### config.mk
export PLATFORM = sky130hd
export DESIGN_NAME = dsw_adapter
export DESIGN_NICKNAME = d
export VERILOG_FILES = /design/src/rtl/dsw_pkg.sv /design/src/rtl/dsw_ctrl.sv /design/src/rtl/dsw_wr_lane.sv /design/src/rtl/dsw_rd_capture.sv /design/src/rtl/dsw_stop_gen.sv /design/src/rtl/dsw_adapter.sv
export SDC_FILE = /design/constraint.sdc
export NUM_CORES = 1
export LEC_CHECK = 0
export ABC_CLOCK_PERIOD_IN_PS = 2500
export BUFFER_PORTS_ARGS = -buffer_cell sky130_fd_sc_hd__clkbuf_2
export CAP_MARGIN = 20
export CORE_MARGIN = 5
export CORE_UTILIZATION = 40
export DETAILED_ROUTE_END_ITERATION = 8
export PLACE_DENSITY_LB_ADDON = 0.1
export RECOVER_POWER = 50
export SYNTH_ARGS = -nofsm -noshare
export SYNTH_HDL_FRONTEND = slang
export SYNTH_SLANG_ARGS = --single-unit
### constraint.sdc
create_clock -name clk -period 2.5 [get_ports clk]
set_input_delay 0 -clock clk [delete_from_list [all_inputs] [get_ports clk]]
set_output_delay 0 -clock clk [all_outputs]
set_load 0.02 [all_outputs]
### src/rtl/dsw_pkg.sv
package dsw_pkg;

  typedef enum logic [2:0] {
    ST_IDLE   = 3'd0,
    ST_ISSUE  = 3'd1,
    ST_WBEAT  = 3'd2,
    ST_RBEAT0 = 3'd3,
    ST_RBEAT1 = 3'd4,
    ST_RESP   = 3'd5
  } dsw_state_e;

  // A programmed burst longer than one clock must be cut short.
  function automatic bit burst_needs_stop(input int beats);
    return beats > 2;
  endfunction

  // Index of the returned beat that holds the addressed word.
  localparam int unsigned WANTED_BEAT = 0;

endpackage

### src/rtl/dsw_ctrl.sv
module dsw_ctrl
  import dsw_pkg::*;
#(
  parameter int ADDR_W = 10,
  parameter int DATA_W = 32
) (
  input  logic              clk,
  input  logic              rst_n,
  input  logic              req_valid,
  input  logic              req_write,
  input  logic [ADDR_W-1:0] req_addr,
  input  logic [DATA_W-1:0] req_wdata,
  input  logic              rd_beat_valid,
  output logic              req_ready,
  output logic              cmd_valid,
  output logic              cmd_write,
  output logic [ADDR_W-1:0] cmd_col,
  output logic              wbeat_en,
  output logic [DATA_W-1:0] wdata_q,
  output logic              cap_en,
  output logic              cap_idx,
  output logic              rsp_fire
);

  dsw_state_e        state_q, state_d;
  logic              load_en;
  logic              write_q;
  logic [ADDR_W-1:0] addr_q;

  assign load_en = (state_q == ST_IDLE) && req_valid;

  // Next-state process
  always_comb begin
    state_d = state_q;
    unique case (state_q)
      ST_IDLE:   if (req_valid) state_d = ST_ISSUE;
      ST_ISSUE:  state_d = write_q ? ST_WBEAT : ST_RBEAT0;
      ST_WBEAT:  state_d = ST_IDLE;
      ST_RBEAT0: if (rd_beat_valid) state_d = ST_RBEAT1;
      ST_RBEAT1: if (rd_beat_valid) state_d = ST_RESP;
      ST_RESP:   state_d = ST_IDLE;
      default:   state_d = ST_IDLE;
    endcase
  end

  // State register
  always_ff @(posedge clk or negedge rst_n) begin
    if (!rst_n) state_q <= ST_IDLE;
    else        state_q <= state_d;
  end

  // Request hold registers, loaded on acceptance only
  always_ff @(posedge clk or negedge rst_n) begin
    if (!rst_n) begin
      write_q <= 1'b0;
      addr_q  <= '0;
      wdata_q <= '0;
    end else if (load_en) begin
      write_q <= req_write;
      addr_q  <= req_addr;
      wdata_q <= req_wdata;
    end
  end

  assign req_ready = (state_q == ST_IDLE);
  assign cmd_valid = (state_q == ST_ISSUE);
  assign cmd_write = write_q;
  assign cmd_col   = addr_q;
  assign wbeat_en  = (state_q == ST_WBEAT);
  assign cap_en    = (state_q == ST_RBEAT0) || (state_q == ST_RBEAT1);
  assign cap_idx   = (state_q == ST_RBEAT1);
  assign rsp_fire  = (state_q == ST_RESP);

  assert_cmd_single_R3: assert property (@(posedge clk) disable iff (!rst_n)
    cmd_valid |=> !cmd_valid) else $error("command strobe longer than one cycle");

  assert_busy_during_cmd_R2: assert property (@(posedge clk) disable iff (!rst_n)
    cmd_valid |-> !req_ready) else $error("ready high while command out");

  assert_accept_to_cmd_R3: assert property (@(posedge clk) disable iff (!rst_n)
    (req_valid && req_ready) |=> cmd_valid) else $error("accepted request gave no command");

  assert_wbeat_after_wcmd_R4: assert property (@(posedge clk) disable iff (!rst_n)
    wbeat_en |-> $past(cmd_valid && cmd_write)) else $error("write beats without write command");

  assert_ready_after_rsp_R2: assert property (@(posedge clk) disable iff (!rst_n)
    rsp_fire |=> req_ready) else $error("not idle after response");

endmodule

### src/rtl/dsw_wr_lane.sv
module dsw_wr_lane #(
  parameter int DATA_W = 32
) (
  input  logic                  wbeat_en,
  input  logic [DATA_W-1:0]     wdata,
  output logic                  wr_valid,
  output logic [DATA_W-1:0]     wr_data0,
  output logic [DATA_W-1:0]     wr_data1,
  output logic [DATA_W/8-1:0]   wr_mask0,
  output logic [DATA_W/8-1:0]   wr_mask1
);

  localparam int BYTES = DATA_W / 8;

  assign wr_valid = wbeat_en;

  // Per-byte lanes: addressed beat stores every byte, partner beat none.
  for (genvar b = 0; b < BYTES; b++) begin : g_lane
    assign wr_data0[8*b +: 8] = wbeat_en ? wdata[8*b +: 8] : 8'h00;
    assign wr_data1[8*b +: 8] = 8'h00;
    assign wr_mask0[b]        = 1'b0;
    assign wr_mask1[b]        = 1'b1;
  end

endmodule

### src/rtl/dsw_rd_capture.sv
module dsw_rd_capture
  import dsw_pkg::*;
#(
  parameter int DATA_W = 32
) (
  input  logic              clk,
  input  logic              rst_n,
  input  logic              cap_en,
  input  logic              cap_idx,
  input  logic              rd_beat_valid,
  input  logic [DATA_W-1:0] rd_beat_data,
  output logic [DATA_W-1:0] rsp_data
);

  localparam int BEATS = 2;

  logic [DATA_W-1:0] beat_q [BEATS];

  for (genvar i = 0; i < BEATS; i++) begin : g_beat
    logic beat_ce;
    assign beat_ce = cap_en && rd_beat_valid && (cap_idx == 1'(i));
    always_ff @(posedge clk or negedge rst_n) begin
      if (!rst_n)       beat_q[i] <= '0;
      else if (beat_ce) beat_q[i] <= rd_beat_data;
    end
  end

  assign rsp_data = beat_q[WANTED_BEAT];

endmodule

### src/rtl/dsw_stop_gen.sv
module dsw_stop_gen
  import dsw_pkg::*;
#(
  parameter int BURST_BEATS = 2
) (
  input  logic clk,
  input  logic rst_n,
  input  logic cmd_valid,
  output logic cmd_stop
);

  if (burst_needs_stop(BURST_BEATS)) begin : g_cut
    logic stop_q;
    always_ff @(posedge clk or negedge rst_n) begin
      if (!rst_n) stop_q <= 1'b0;
      else        stop_q <= cmd_valid;
    end
    assign cmd_stop = stop_q;

    assert_stop_after_cmd_R8: assert property (@(posedge clk) disable iff (!rst_n)
      cmd_stop |-> $past(cmd_valid)) else $error("stop without preceding command");

    assert_stop_follows_cmd_R8: assert property (@(posedge clk) disable iff (!rst_n)
      cmd_valid |=> cmd_stop) else $error("command not cut short");
  end else begin : g_min
    assign cmd_stop = 1'b0;
  end

endmodule

### src/rtl/dsw_adapter.sv
module dsw_adapter #(
  parameter int ADDR_W      = 10,
  parameter int DATA_W      = 32,
  parameter int BURST_BEATS = 2
) (
  input  logic                  clk,
  input  logic                  rst_n,
  input  logic                  req_valid,
  input  logic                  req_write,
  input  logic [ADDR_W-1:0]     req_addr,
  input  logic [DATA_W-1:0]     req_wdata,
  output logic                  req_ready,
  output logic                  cmd_valid,
  output logic                  cmd_write,
  output logic [ADDR_W-1:0]     cmd_col,
  output logic                  cmd_stop,
  output logic                  wr_valid,
  output logic [DATA_W-1:0]     wr_data0,
  output logic [DATA_W-1:0]     wr_data1,
  output logic [DATA_W/8-1:0]   wr_mask0,
  output logic [DATA_W/8-1:0]   wr_mask1,
  input  logic                  rd_beat_valid,
  input  logic [DATA_W-1:0]     rd_beat_data,
  output logic                  rsp_valid,
  output logic [DATA_W-1:0]     rsp_data
);

  // Reset: asynchronous assertion, synchronous release
  logic [1:0] rst_sync_q;
  logic       rst_n_s;

  always_ff @(posedge clk or negedge rst_n) begin
    if (!rst_n) rst_sync_q <= 2'b00;
    else        rst_sync_q <= {rst_sync_q[0], 1'b1};
  end
  assign rst_n_s = rst_sync_q[1];

  logic              wbeat_en;
  logic [DATA_W-1:0] wdata_q;
  logic              cap_en;
  logic              cap_idx;
  logic              rsp_fire;

  dsw_ctrl #(.ADDR_W(ADDR_W), .DATA_W(DATA_W)) u_ctrl (
    .clk           (clk),
    .rst_n         (rst_n_s),
    .req_valid     (req_valid),
    .req_write     (req_write),
    .req_addr      (req_addr),
    .req_wdata     (req_wdata),
    .rd_beat_valid (rd_beat_valid),
    .req_ready     (req_ready),
    .cmd_valid     (cmd_valid),
    .cmd_write     (cmd_write),
    .cmd_col       (cmd_col),
    .wbeat_en      (wbeat_en),
    .wdata_q       (wdata_q),
    .cap_en        (cap_en),
    .cap_idx       (cap_idx),
    .rsp_fire      (rsp_fire)
  );

  dsw_wr_lane #(.DATA_W(DATA_W)) u_wr_lane (
    .wbeat_en (wbeat_en),
    .wdata    (wdata_q),
    .wr_valid (wr_valid),
    .wr_data0 (wr_data0),
    .wr_data1 (wr_data1),
    .wr_mask0 (wr_mask0),
    .wr_mask1 (wr_mask1)
  );

  dsw_rd_capture #(.DATA_W(DATA_W)) u_rd_capture (
    .clk           (clk),
    .rst_n         (rst_n_s),
    .cap_en        (cap_en),
    .cap_idx       (cap_idx),
    .rd_beat_valid (rd_beat_valid),
    .rd_beat_data  (rd_beat_data),
    .rsp_data      (rsp_data)
  );

  dsw_stop_gen #(.BURST_BEATS(BURST_BEATS)) u_stop_gen (
    .clk       (clk),
    .rst_n     (rst_n_s),
    .cmd_valid (cmd_valid),
    .cmd_stop  (cmd_stop)
  );

  assign rsp_valid = rsp_fire;

  assert_rsp_single_R6: assert property (@(posedge clk) disable iff (!rst_n_s)
    rsp_valid |=> !rsp_valid) else $error("response longer than one cycle");

  assert_rsp_after_beat_R6: assert property (@(posedge clk) disable iff (!rst_n_s)
    rsp_valid |-> $past(rd_beat_valid)) else $error("response without captured beat");

  assert_wr_single_R4: assert property (@(posedge clk) disable iff (!rst_n_s)
    wr_valid |=> !wr_valid) else $error("write beats longer than one cycle");

  assert_wr_partner_masked_R5: assert property (@(posedge clk) disable iff (!rst_n_s)
    wr_valid |-> ($countones(wr_mask1) == DATA_W/8)) else $error("partner beat not masked");

  assert_no_cmd_while_wbeat_R9: assert property (@(posedge clk) disable iff (!rst_n_s)
    wr_valid |-> !cmd_valid) else $error("command overlaps write beats");

  assert_one_strobe_R2: assert property (@(posedge clk) disable iff (!rst_n_s)
    $onehot0({cmd_valid, wr_valid, rsp_valid})) else $error("strobes overlap");

endmodule

Word-level counts from Yosys, hierarchy flattened
Index checks and enable logic that the tools add are counted.

word-level totals
  bits in registers = 80
  bits of input ports = 79
  output and inout port bits = 120
  word-level logic and storage cells = 30

cells by class
  equality and inequality tests = 8
  multiplexer cells = 9
  bitwise logic cells = 1
  reductions and logical operators = 6

operators with widths
  kind                  count
  $mux W8               4
  $pmux W3 S4           1
  $mux W3               3
  $eq A3 B2 Y1 const B  2
  $eq A3 B3 Y1 const B  2
  $ne A2 B2 Y1 const B  3
  $eq A3 B1 Y1 const B  1
  $logic_and A1 B1 Y1   3
  $logic_not A3 Y1      1
  $reduce_and A3 Y1     1
  $logic_or A1 B1 Y1    1
  $mux W1               1
  $not A1 Y1            1

Longest topological paths before layout
  depth after elaboration = 4
  depth in mapped cells = 6
  mapped depth without buffers = 3

Modules after synthesis
From an unflattened synthesis, not the netlist that was laid out.

second synthesis, totals
  cell total of the unflattened synthesis = 266
  area, all modules = 3,963.8 um^2

by module, submodules not included
  module          instances  cells each  area each (um^2)  seq. area each (um^2)
  dsw_ctrl        1          115         2,000.7           1,151.1
  dsw_rd_capture  1          68          1,327.5           800.8
  dsw_wr_lane     1          78          570.5             0.0
  dsw_adapter     1          3           53.8              50.0
  dsw_stop_gen    1          2           11.3              0.0

Worst setup path before layout
Ideal clock, no wire load.

  path kind = reg2reg
  from = register u_ctrl.state_q[1]
  to = register u_ctrl.addr_q[0] (netlist: u_ctrl.cmd_col[0])
  library setup time = 125 ps
  arrival = 1,575 ps
  required time = 2,375 ps
  setup slack = 800 ps
  stages on the path, launching flop included = 7
  buffers on the path = 3
  clock period less this slack = 1,700 ps
  cell sequence = dfrtp_1 buf_4 nor3_4 and2_1 buf_6 buf_6 mux2_2

on the way
  cells in the longest elaborated chain, start to end = 2

RTL lines
  element                   line               RTL
  start: declaration        dsw_ctrl.sv:25     dsw_state_e state_q, state_d;
  start signal: assignment  dsw_ctrl.sv:49     else state_q <= state_d;
  $logic_not A3 Y1          --
  named net req_ready       dsw_adapter.sv:12  output logic req_ready,
  $logic_and A1 B1 Y1       dsw_ctrl.sv:30     assign load_en = (state_q == ST_IDLE) && req_valid;
  end signal: assignment    dsw_ctrl.sv:60     addr_q <= req_addr;
  end: declaration          dsw_ctrl.sv:28     logic [ADDR_W-1:0] addr_q;

The timed path passes the listed nets, and every way through them passes these cells.
A chain may end at the register's enable or synchronous reset.

Final worst setup path
  from = register u_ctrl.state_q[1]
  to = register u_ctrl.wdata_q[29]

on the way
  cells in the longest elaborated chain, start to end = 2

RTL lines
  element                 line            RTL
  $logic_not A3 Y1        dsw_ctrl.sv:30
  $logic_and A1 B1 Y1     dsw_ctrl.sv:30
  end signal: assignment  dsw_ctrl.sv:61  wdata_q <= req_wdata;
  end: declaration        dsw_ctrl.sv:19  output logic [DATA_W-1:0] wdata_q,

Every way passes these cells.

==> impl_results.html <==
<table>
<tr><th>Metric</th><th>Value</th></tr>
<tr><th colspan="2">Power</th></tr>
<tr><td>Fraction of power consumed by the clock network</td><td>0.175</td></tr>
<tr><td>Net switching power</td><td>2.24 mW</td></tr>
<tr><td>Total design power</td><td>between 5 and 6 mW</td></tr>
<tr><td>Combinational share of power</td><td>0.439</td></tr>
<tr><td>Part of the total power dissipated in sequential elements</td><td>0.386</td></tr>
<tr><td>Switching fraction of total power</td><td>0.380</td></tr>
<tr><td>Power per Cell Area</td><td>1120 nW/µm²</td></tr>
<tr><td>Worst ir drop on vdd</td><td>0.000573 V</td></tr>
<tr><td>Static Leak</td><td>2.54 nW</td></tr>
<tr><td>Pint</td><td>3.65 mW</td></tr>
<tr><th colspan="2">Setup path</th></tr>
<tr><td>CP max FO</td><td>27</td></tr>
<tr><td>Worst endpoint required time</td><td>about 2.7 ns</td></tr>
<tr><td>Capturing element type of the critical path</td><td>flop</td></tr>
<tr><td>Worst setup path class</td><td>flop to flop</td></tr>
<tr><td>CP Launch Type</td><td>flop</td></tr>
<tr><td>Arrival time of data at the critical path endpoint</td><td>approximately 2.1 ns</td></tr>
<tr><th colspan="2">Final layout</th></tr>
<tr><td>Number of nets in the layout</td><td>577</td></tr>
<tr><td>Antenna diodes</td><td>0</td></tr>
<tr><td>Synth-to-Final Area Change</td><td>46.8%</td></tr>
<tr><td>Share of layout cells above drive strength 1</td><td>0.406</td></tr>
<tr><td>Utilization after layout</td><td>0.603</td></tr>
<tr><td>Final Instance Count excl. Fillers</td><td>611</td></tr>
<tr><th colspan="2">Clock network</th></tr>
<tr><td>Clk root buf</td><td>sky130_fd_sc_hd__clkbuf_8</td></tr>
<tr><td>Worst-Skew Late Latency</td><td>0.34 ns</td></tr>
<tr><td>Number of buffers created by CTS</td><td>9</td></tr>
<tr><td>Buffer levels on the longest clock path</td><td>2</td></tr>
<tr><td>Clock tree from TritonCTS</td><td>built</td></tr>
<tr><td>CTS HTree Levels</td><td>3</td></tr>
<tr><td>Number of sinks on the clock net</td><td>80</td></tr>
<tr><td>Post-cts gate resize count</td><td>0</td></tr>
<tr><td>Clock slew seen by the registers of the worst setup and hold paths</td><td>about 0.080 ns</td></tr>
<tr><th colspan="2">Floorplanning</th></tr>
<tr><td>Starting density of the core</td><td>0.411</td></tr>
<tr><td>Horiz. Die Dim</td><td>105 µm</td></tr>
<tr><td>Cell row count</td><td>34</td></tr>
<tr><td>Total die area</td><td>10,900 µm²</td></tr>
<tr><td>Number of placed I/O pins</td><td>199</td></tr>
<tr><td>Height of the die</td><td>105 µm</td></tr>
<tr><td>Area of the core</td><td>8720 µm²</td></tr>
<tr><th colspan="2">Synth</th></tr>
<tr><td>Fraction of synthesized cell area taken by the top area cell type</td><td>0.559</td></tr>
<tr><td>Summed instance area of the synthesized netlist</td><td>3580 µm²</td></tr>
<tr><td>Register bit count reported by yosys</td><td>80</td></tr>
<tr><td>Ranking of synthesized cells by area</td><td>sky130_fd_sc_hd__dfrtp_1 (56%), sky130_fd_sc_hd__mux2_2 (21%), sky130_fd_sc_hd__buf_4 (8.8%), sky130_fd_sc_hd__and2_1 (5.8%), sky130_fd_sc_hd__mux2_1 (1.9%)</td></tr>
<tr><td>Largest area contributor in the netlist</td><td>sky130_fd_sc_hd__dfrtp_1</td></tr>
<tr><td>Cell count after synthesis</td><td>261</td></tr>
<tr><td>Synthesized area per cell</td><td>13.7 µm²</td></tr>
<tr><td>Yosys warns</td><td>0</td></tr>
<tr><td>Fraction of the yosys area taken by sequential cells</td><td>0.559</td></tr>
<tr><td>Count of distinct cell types in the synthesized netlist</td><td>23</td></tr>
<tr><th colspan="2">Outcome</th></tr>
<tr><td>Status</td><td>complete, no violations</td></tr>
<tr><th colspan="2">STA</th></tr>
<tr><td>Share of the cycle needed by the critical path after routing</td><td>0.765</td></tr>
<tr><td>Final hold vios</td><td>0</td></tr>
<tr><td>Setup violation total in the final timing report</td><td>0</td></tr>
<tr><td>Max-slew violation total from the final report</td><td>0</td></tr>
<tr><td>Peak Freq</td><td>0.523 GHz</td></tr>
<tr><td>Unrepaired setup endpoints after global routing</td><td>false</td></tr>
<tr><td>Post-layout min period</td><td>between 1.5 and 2 ns</td></tr>
<tr><td>Tightest slew margin relative to the limit</td><td>0.0188</td></tr>
<tr><td>Slack of the critical path</td><td>0.588 ns</td></tr>
<tr><td>Slew of the pin with the lowest slew margin</td><td>1.47 ns</td></tr>
<tr><td>Fin Clk Skew</td><td>approximately 0.0093 ns</td></tr>
<tr><td>Sum Neg Setup Slack</td><td>0 ns</td></tr>
<tr><th colspan="2">Global routing</th></tr>
<tr><td>Global-route wire length before repair</td><td>14.1 mm</td></tr>
<tr><td>Maximum number of pins on one net before global-route repair</td><td>79</td></tr>
<tr><td>Global-route usage over all layers</td><td>0.155</td></tr>
<tr><td>Initial antenna violation count</td><td>0</td></tr>
<tr><td>Vias in the first global route</td><td>~2.9k</td></tr>
<tr><td>Total congestion overflow</td><td>0</td></tr>
<tr><th colspan="2">Placement</th></tr>
<tr><td>Pre-CTS setup slack</td><td>0.589 ns</td></tr>
<tr><td>Placed instance count</td><td>515</td></tr>
<tr><td>Final weighted congestion in routability-driven placement</td><td>between 0.6 and 0.7</td></tr>
<tr><td>Detailed Place HPWL</td><td>around 5.5 mm</td></tr>
<tr><td>Number of buffer cells added on primary ports</td><td>between 150 and 200</td></tr>
<tr><th colspan="2">Route</th></tr>
<tr><td>Count of antenna-violating nets left after detailed routing</td><td>0</td></tr>
<tr><td>Drc violations</td><td>0</td></tr>
<tr><td>Via/cell ratio</td><td>4.33</td></tr>
<tr><td>WL final</td><td>8.33 mm</td></tr>
<tr><td>Iter 0 DRT Violations</td><td>47</td></tr>
<tr><td>DR WL/cell</td><td>13.6 µm</td></tr>
<tr><td>Number of vias after detailed routing</td><td>roughly 2.6k</td></tr>
<tr><td>Drt pass-1 iters</td><td>4</td></tr>
<tr><th colspan="2">Flow run</th></tr>
<tr><td>Max-cap violations</td><td>0</td></tr>
<tr><th colspan="2">Min path</th></tr>
<tr><td>Type of the tightest min-delay check</td><td>input pin to flop</td></tr>
</table>
Yosys cell counts:
library cell	number
sky130_fd_sc_hd__and2_1	33
sky130_fd_sc_hd__o21ai_0	2
sky130_fd_sc_hd__nor4bb_1	1
sky130_fd_sc_hd__buf_8	3
sky130_fd_sc_hd__nor3b_1	1
sky130_fd_sc_hd__clkbuf_1	2
sky130_fd_sc_hd__mux2_2	68
sky130_fd_sc_hd__buf_6	2
sky130_fd_sc_hd__nand2b_1	2
sky130_fd_sc_hd__nand4b_1	1
sky130_fd_sc_hd__mux2_1	6
sky130_fd_sc_hd__o31ai_1	1
sky130_fd_sc_hd__conb_1	2
sky130_fd_sc_hd__inv_1	2
sky130_fd_sc_hd__mux2i_1	1
sky130_fd_sc_hd__a31oi_1	1
sky130_fd_sc_hd__dfrtp_1	80
sky130_fd_sc_hd__nand3_1	1
sky130_fd_sc_hd__buf_4	42
sky130_fd_sc_hd__nor2_1	3
sky130_fd_sc_hd__nor3_4	1
sky130_fd_sc_hd__a21oi_1	1
sky130_fd_sc_hd__buf_2	5
layer usage:
metal	GRT usage	share of wire	routed length (µm)	vias to the layer above
met1	0.188	0.40	3330	1255
met2	0.257	0.49	4120	115
met4	0.0466	0.0079	66	0
li1	-	-	-	1266
met5	0	0	0	-
met3	0.0617	0.097	808	8
power by group through the flow:
stage / sequential (mW) / clock, mW / combinational (mW)
2_1_floorplan: 2.66 / 0 / 1.50
5_1_grt: 2.37 / 1.14 / 2.80
6_report: 2.27 / 1.03 / 2.59
3_5_place_dp: 2.31 / 0 / 2.59
3_3_place_gp: 2.29 / 0 / 2.55
4_1_cts: 2.29 / 1.07 / 2.69
sequential cells by signal, summed over array words and instances, names as in the netlist:
name	cells
u_ctrl.state_q	3
u_rd_capture.rsp_data	32
u_ctrl.wdata_q	32
rst_sync_q	2
u_ctrl.cmd_write	1
u_ctrl.cmd_col	10
worst max-delay path, stage by stage, from the launching register on:
cell and delay [ns]:
sky130_fd_sc_hd__dfrtp_1 0.48, sky130_fd_sc_hd__nor3_4 0.26, sky130_fd_sc_hd__and2_2 0.45, sky130_fd_sc_hd__buf_12 0.24, sky130_fd_sc_hd__mux2_2 0.35
cells by family (layout without fill, tap and decap cells):
family                 Yosys count  after routing  synth area share
other                            2             42           0.00210
muxes                           75             75             0.235
and+or+nand+nor                 43             43            0.0775
DFF                             80             80             0.559
AOI/OAI and AO/OA                5              5           0.00803
buffers and inverters           56            258             0.118
path summary, 6_finish.rpt:
check,startpoint,end,slack (ns),cells past startpoint
min in group asynchronous,rst_n,rst_sync_q[0],0.51,3
hold reg to reg,rst_sync_q[0],rst_sync_q[1],0.36,0
setup reg to reg,u_ctrl.state_q[1],u_ctrl.wdata_q[29],0.59,4
setup / recovery,u_ctrl.state_q[1],u_ctrl.wdata_q[29],0.59,4
hold / removal,req_valid,u_ctrl.state_q[0],0.06,3
max in group asynchronous,rst_sync_q[1],u_ctrl.wdata_q[9],0.98,1
placed cells by master, fill, tap and decap left out:
cell                            instances
sky130_fd_sc_hd__mux2_2                68
sky130_fd_sc_hd__inv_1                  2
sky130_fd_sc_hd__clkinvlp_4             2
sky130_fd_sc_hd__nand2b_1               2
sky130_fd_sc_hd__nor4bb_1               1
sky130_fd_sc_hd__and2_2                 1
sky130_fd_sc_hd__mux2i_1                1
sky130_fd_sc_hd__nand3_1                1
sky130_fd_sc_hd__bufinv_16              2
sky130_fd_sc_hd__buf_12                 2
sky130_fd_sc_hd__a31oi_1                1
sky130_fd_sc_hd__clkbuf_2             114
sky130_fd_sc_hd__o31ai_1                1
sky130_fd_sc_hd__nor2_1                 3
sky130_fd_sc_hd__mux2_1                 6
sky130_fd_sc_hd__a21oi_1                1
sky130_fd_sc_hd__and2_1                32
sky130_fd_sc_hd__conb_1                42
sky130_fd_sc_hd__o21ai_0                2
sky130_fd_sc_hd__buf_4                  2
sky130_fd_sc_hd__dfrtp_1               80
sky130_fd_sc_hd__nand4b_1               1
sky130_fd_sc_hd__clkinv_2               1
sky130_fd_sc_hd__nor3_4                 1
sky130_fd_sc_hd__nor3b_2                1
sky130_fd_sc_hd__dlygate4sd3_1         79
sky130_fd_sc_hd__clkbuf_8              10
sky130_fd_sc_hd__clkbuf_1              44
final cells by class:
cell class	count	area [µm²]
Fill cell	742	3460
Tap cell	108	135
Clock inverter	5	80.1
Clock buffer	11	141
Inverter	2	7.51
Sequential cell	80	2000
Timing Repair Buffer	240	1580
Multi-Input combinational cell	165	1310
metrics by stage:
step	hold WS (ns)	cell area [µm²]
6_report	0.0599	5260
5_1_grt	0.0622	5260
4_1_cts	0.0410	5300
3_5_place_dp	-0.212	4280
3_3_place_gp	-0.214	4280
2_1_floorplan	-0.296	3730
what timing repair did:
item / CTS / global route
buffers inserted: 0 / 0
hold buffers: 79 / 0
endpoints found under the hold margin: 79 / 0
(Power assumes the default switching activity.)
